**src/rtl/pattern_bpred_pkg.sv**
```systemverilog
package pattern_bpred_pkg;
  localparam int unsigned PERIOD = 5;
  localparam logic [PERIOD-1:0] DEFAULT_SEQ = 5'b01101; // bit i = guess at step i
endpackage

```
**src/rtl/pattern_step_ctr.sv**
```systemverilog
module pattern_step_ctr #(
  parameter int unsigned PERIOD = 5,
  localparam int unsigned IW = (PERIOD > 1) ? $clog2(PERIOD) : 1
) (
  input  logic          clk,
  input  logic          rst,
  input  logic          adv,
  output logic [IW-1:0] idx
);
  localparam logic [IW-1:0] LAST = IW'(PERIOD - 1);
  always_ff @(posedge clk) begin
    if (rst)       idx <= '0;
    else if (adv)  idx <= (idx == LAST) ? '0 : idx + 1'b1;
  end
endmodule

```
**src/rtl/pattern_lookup.sv**
```systemverilog
module pattern_lookup #(
  parameter int unsigned PERIOD = 5,
  parameter logic [PERIOD-1:0] SEQ = '0,
  localparam int unsigned IW = (PERIOD > 1) ? $clog2(PERIOD) : 1
) (
  input  logic [IW-1:0] idx,
  output logic          bit_out
);
  always_comb begin
    bit_out = 1'b0;
    for (int i = 0; i < int'(PERIOD); i++)
      if (idx == IW'(i)) bit_out = SEQ[i];
  end
endmodule

```
**src/rtl/pattern_bpred.sv**
```systemverilog
module pattern_bpred
  import pattern_bpred_pkg::*;
#(
  parameter int unsigned N_STEPS = PERIOD,
  parameter logic [N_STEPS-1:0] SEQ = DEFAULT_SEQ
) (
  input  logic clk,
  input  logic rst,
  input  logic br_valid,
  output logic pred_taken
);
  localparam int unsigned IW = (N_STEPS > 1) ? $clog2(N_STEPS) : 1;
  logic [IW-1:0] step_idx;

  pattern_step_ctr #(.PERIOD(N_STEPS)) u_ctr (
    .clk(clk), .rst(rst), .adv(br_valid), .idx(step_idx)
  );
  pattern_lookup #(.PERIOD(N_STEPS), .SEQ(SEQ)) u_lut (
    .idx(step_idx), .bit_out(pred_taken)
  );
endmodule

```
**config.mk**
```make
export PLATFORM = sky130hd
export DESIGN_NAME = pattern_bpred
export DESIGN_NICKNAME = d
export VERILOG_FILES = /design/src/rtl/pattern_bpred_pkg.sv /design/src/rtl/pattern_step_ctr.sv /design/src/rtl/pattern_lookup.sv /design/src/rtl/pattern_bpred.sv
export SDC_FILE = /design/constraint.sdc
export NUM_CORES = 1
export LEC_CHECK = 0
export ABC_AREA = 1
export BUFFER_PORTS_ARGS = -buffer_cell sky130_fd_sc_hd__buf_2
export CORE_AREA = 5 5 42 44
export DETAILED_ROUTE_END_ITERATION = 16
export DIE_AREA = 0 0 47 49
export GPL_ROUTABILITY_DRIVEN = 0
export PLACE_DENSITY_LB_ADDON = 0.2
export SLEW_MARGIN = 20
export SYNTH_ARGS = -nofsm -noshare
export SYNTH_HDL_FRONTEND = slang
export SYNTH_SLANG_ARGS = --single-unit
```
**constraint.sdc**
```tcl
create_clock -name clk -period 1.7 [get_ports clk]
set_input_delay 0.34 -clock clk [delete_from_list [all_inputs] [get_ports clk]]
set_output_delay 0.34 -clock clk [all_outputs]
set_load 0.005 [all_outputs]
```
### Word-level counts from Yosys, hierarchy flattened

Cells that the tools add are included.

| storage, ports and cells | value |
|---|---|
| flip-flop bits (word level) | 3 |
| input port bits | 3 |
| output and inout port bits | 1 |
| logic and storage cells | 13 |

| cells by class | value |
|---|---|
| add/sub/neg operators | 1 |
| equality and inequality tests | 4 |
| multiplexer cells | 6 |
| reductions and logical operators | 1 |

Operator list:

| operator | number |
|---|---|
| $eq A3 B2 Y1 const B | 2 |
| $mux W1 | 5 |
| $add A3 B1 Y3 const B | 1 |
| $eq A3 B1 Y1 const B | 1 |
| $eq A3 B3 Y1 const B | 1 |
| $logic_not A3 Y1 | 1 |
| $mux W3 | 1 |

### Longest topological paths before layout

| depth | value |
|---|---|
| depth after elaboration | 6 |
| depth in mapped cells | 5 |
| gate-level depth less buffers | 5 |

### By module

From an unflattened synthesis, not the netlist that was laid out.

| unflattened totals | value |
|---|---|
| cells, all modules | 27 |
| area total of the unflattened synthesis | 186.4 µm² |

By module, submodules not included:

| module | times used | cells each | area each (µm²) | sequential area each (µm²) |
|---|---|---|---|---|
| pattern_step_ctr | 1 | 25 | 173.9 | 60.1 |
| pattern_lookup | 1 | 2 | 12.5 | 0.0 |

### Worst setup path after synthesis

No wires, ideal clock.

| timing path | value |
|---|---|
| path kind | reg-to-output |
| from | register u_ctr.idx[0] |
| to | output port pred_taken |
| arrival time | 0.844 ns |
| data required time | 1.360 ns |
| setup slack | 0.516 ns |
| cell stages (with the launch flop) | 6 |
| buffers on the path | 0 |
| cells stage by stage | dfxtp_1 -> inv_1 -> ha_1 -> nand2_1 -> nand2_1 -> nand3_1 |

| on the way | value |
|---|---|
| word-level cells in the longest chain between the ends | 6 |
| elaborated cells between the ends (all ways) | 10 |
| classes of those cells | 4 x eq/ne; 5 x mux; 1 x reduce/logical |

Ends and longest elaborated chain:

| what | RTL line | source |
|---|---|---|
| start, declared | pattern_step_ctr.sv:8 | `output logic [IW-1:0] idx` |
| start signal, assigned | pattern_step_ctr.sv:13 | `else if (adv) idx <= (idx == LAST) ? '0 : idx + 1'b1;` |
| $logic_not A3 Y1 | pattern_lookup.sv:12 | `if (idx == IW'(i)) bit_out = SEQ[i];` |
| $mux W1 (4 in a row) | pattern_lookup.sv:12 |  |
| $mux W1 * | pattern_lookup.sv:12 |  |
| end, declared | pattern_bpred.sv:10 | `output logic pred_taken` |

Every way passes the cells marked *; elsewhere a longest branch is shown, timed or not.

### Worst setup path after layout

| timing path | value |
|---|---|
| from | register u_ctr.idx[1] |
| to | output port pred_taken |

The elaborated chain is that of the path after synthesis.

==> results.md <==
* Outcome: complete, no violations
* Die height at 49 um
* Power density over the cells at 875 nW/um^2
* Peak VDD IR at 0.000357 V
* Nets at 43
* Clk slew on worst S/H paths at 0.04 ns
* CP startpoint kind: register
* Post-CTS setup buffer count at 0
* Vias post-DR at 180
* Number of global-route vias before repair at 195
* # H-tree levels at 1
* Top reg by flops: u_ctr.idx
* Vias per Instance at 3.60
* Die area at 2300 sq um
* Crit path max-delay family: flip-flops
* CTS root buf: clkbuf_4
* Drt drc at 0
* Cell mode on critical path: nand2_1
* Global route total overflow at 0
* CP Max Fanout at 4
* Max FFs per register at 3
* Min cycle time layout at 1.56 ns
* Clock Skews at 0.00103 ns
* Final ANT Viol Nets at 0
* Placed wire-length estimate at 288 um
* Post-synth top cells: 7 x nand2_1, 5 x ha_1, 5 x inv_1
* Final-report hold violation count at 0
* Ant diodes at 0
* Hold buffers post-CTS at 0
* Element type at the critical path end: output port
* Syn_nets at 35
* CTS tree: built
* Area delta synth->final at 30.5%
* Largest net degree at the start of global routing at 5
* Fin crit share at 0.918
* Most common cell in the netlist: nand2_1
* Cts repair resizes at 0
* Buf+Inv Stages, Crit Path at 2
* Die W at 47 um
* RSZ-0062 raised after global routing: no
* Fillcell total at 171
* Share of cells above drive strength 1 at 0.206
* Final slew viol count at 0
* Sequential share of the synthesized area at 0.293
* Synth Area per Inst at 7.60 sq um
* Gr usage total at 0.0450
* Netlist Area Pre-Place at 205 sq um
* First-pass GRT wire length at 710 um
* Mapped Cells at 27
* TNS Setup at 0 ns
* Critical path class: register to output port
* Max clock buf depth at 2
* Clock Latency Late Sink at 0.23 ns
* Worst EP arrival at 1.22 ns
* Core Area at 1400 sq um
* Dominant synthesized flop cell: dfxtp_1
* Number of synthesized flops with an enable pin at 0
* Initial antenna violation count at 0
* Synth cell types at 7
* Cts bufs inserted at 3
* Clk sinks at 3
* CP peak stage delay at 0.37 ns
* Slew headroom at 0.907
* CP Cell Sequence: inv_1 > ha_1 > nand2_1 > nand2_1 > nand3_1 > buf_2
* Max_cap viols at 0
* Ys async rst share at 0
* Yosys top cell by area: ha_1
* Routed Wire Length at 370 um
* Worst-margin pin slew at 0.139 ns
* Hold Crit Class: primary input to register
* Cell row count at 14
* Peak Freq at 0.641 GHz
* PortBufs at 3
* Worst path slowest cell: dfxtp_1
* Initial core utilization at 0.146
* Ports at 4
* Seq cells post-synth at 3
* Final setup vio count at 0
* TritonRoute pass-1 iters at 2
* Top flop regs: u_ctr.idx x3
* Top post-synthesis cells by area: ha_1 30%, dfxtp_1 29%, nand2_1 13%
* Leak at 0.127 nW
* Synth top area share at 0.305
* Synth warn at 0
* Worst Path Required at 1.36 ns
* Routed len/inst at 7.40 um
* Final setup margin at 0.139 ns
* DR iter-0 viols at 4
* DP Worst Slack at 0.323 ns
-- layout make-up --
cell class                      instances  area, sq um  area share
Tap cell                               16         20.0      0.0748
Inverter                                5         18.8      0.0701
Sequential cell                         3         61.3       0.229
Timing Repair Buffer                    3         15.0      0.0561
Clock buffer                            4         26.3      0.0981
Multi-Input combinational cell         19          126       0.472
-- where the power goes --
group	leakage, nW	internal (mW)	switching, mW
Clock	0.0150	0.0880	0.0373
Combinational	0.0875	0.0143	0.0157
Sequential	0.0248	0.0750	0.00405
-- layout by cell type (no fill, tap or decap) --
cell      netlist  final
ha_1            5      5
clkbuf_4        0      3
clkbuf_1        0      1
buf_2           0      3
inv_1           5      5
dfxtp_2         0      1
a21oi_1         3      3
dfxtp_1         3      2
nand3_1         3      3
nand2_1         7      7
nand3b_1        1      1
-- path summary, 6_finish.rpt --
check,startpoint,endpoint,slack (ns),cells past startpoint
min,rst,u_ctr.idx[0]$_SDFFE_PP0P_,0.29,2
max reg2reg,u_ctr.idx[0]$_SDFFE_PP0P_,u_ctr.idx[2]$_SDFFE_PP0P_,0.60,5
max,u_ctr.idx[1]$_SDFFE_PP0P_,pred_taken,0.14,6
min reg2reg,u_ctr.idx[2]$_SDFFE_PP0P_,u_ctr.idx[2]$_SDFFE_PP0P_,0.48,2
-- layer usage --
layer / part of all wire / GRT usage
met5: 0 / 0
met4: 0 / 0.0415
met3: 0.062 / 0.0221
met2: 0.43 / 0.0566
met1: 0.51 / 0.0526
-- worst register-to-register path: stages, from the launching register on --
cell     delay (ns)
dfxtp_2        0.33
ha_1           0.19
ha_1           0.27
inv_1          0.05
nand3_1        0.07
a21oi_1        0.12
-- cells by family after synthesis --
group                      after synthesis  share of synthesized area
DFF                                      3                      0.293
AOI/OAI and AO/OA                        3                     0.0731
adders and majority gates                5                      0.305
and+or+nand+nor                         11                      0.238
buffers and inverters                    5                     0.0915
-- metrics by stage --
step / utilization / hold WS (ns) / instances / total power [mW] / instance area (sq um)
2_1_floorplan: - / 0.409 / 27 / 0.0978 / 205
3_3_place_gp: 0.171 / 0.488 / 46 / 0.110 / 240
3_5_place_dp: 0.171 / 0.479 / 46 / 0.110 / 240
4_1_cts: 0.190 / 0.280 / 50 / 0.243 / 267
5_1_grt: 0.191 / 0.297 / 50 / 0.254 / 268
6_report: 0.191 / 0.290 / 50 / 0.234 / 268
(Power assumes the default switching activity.)
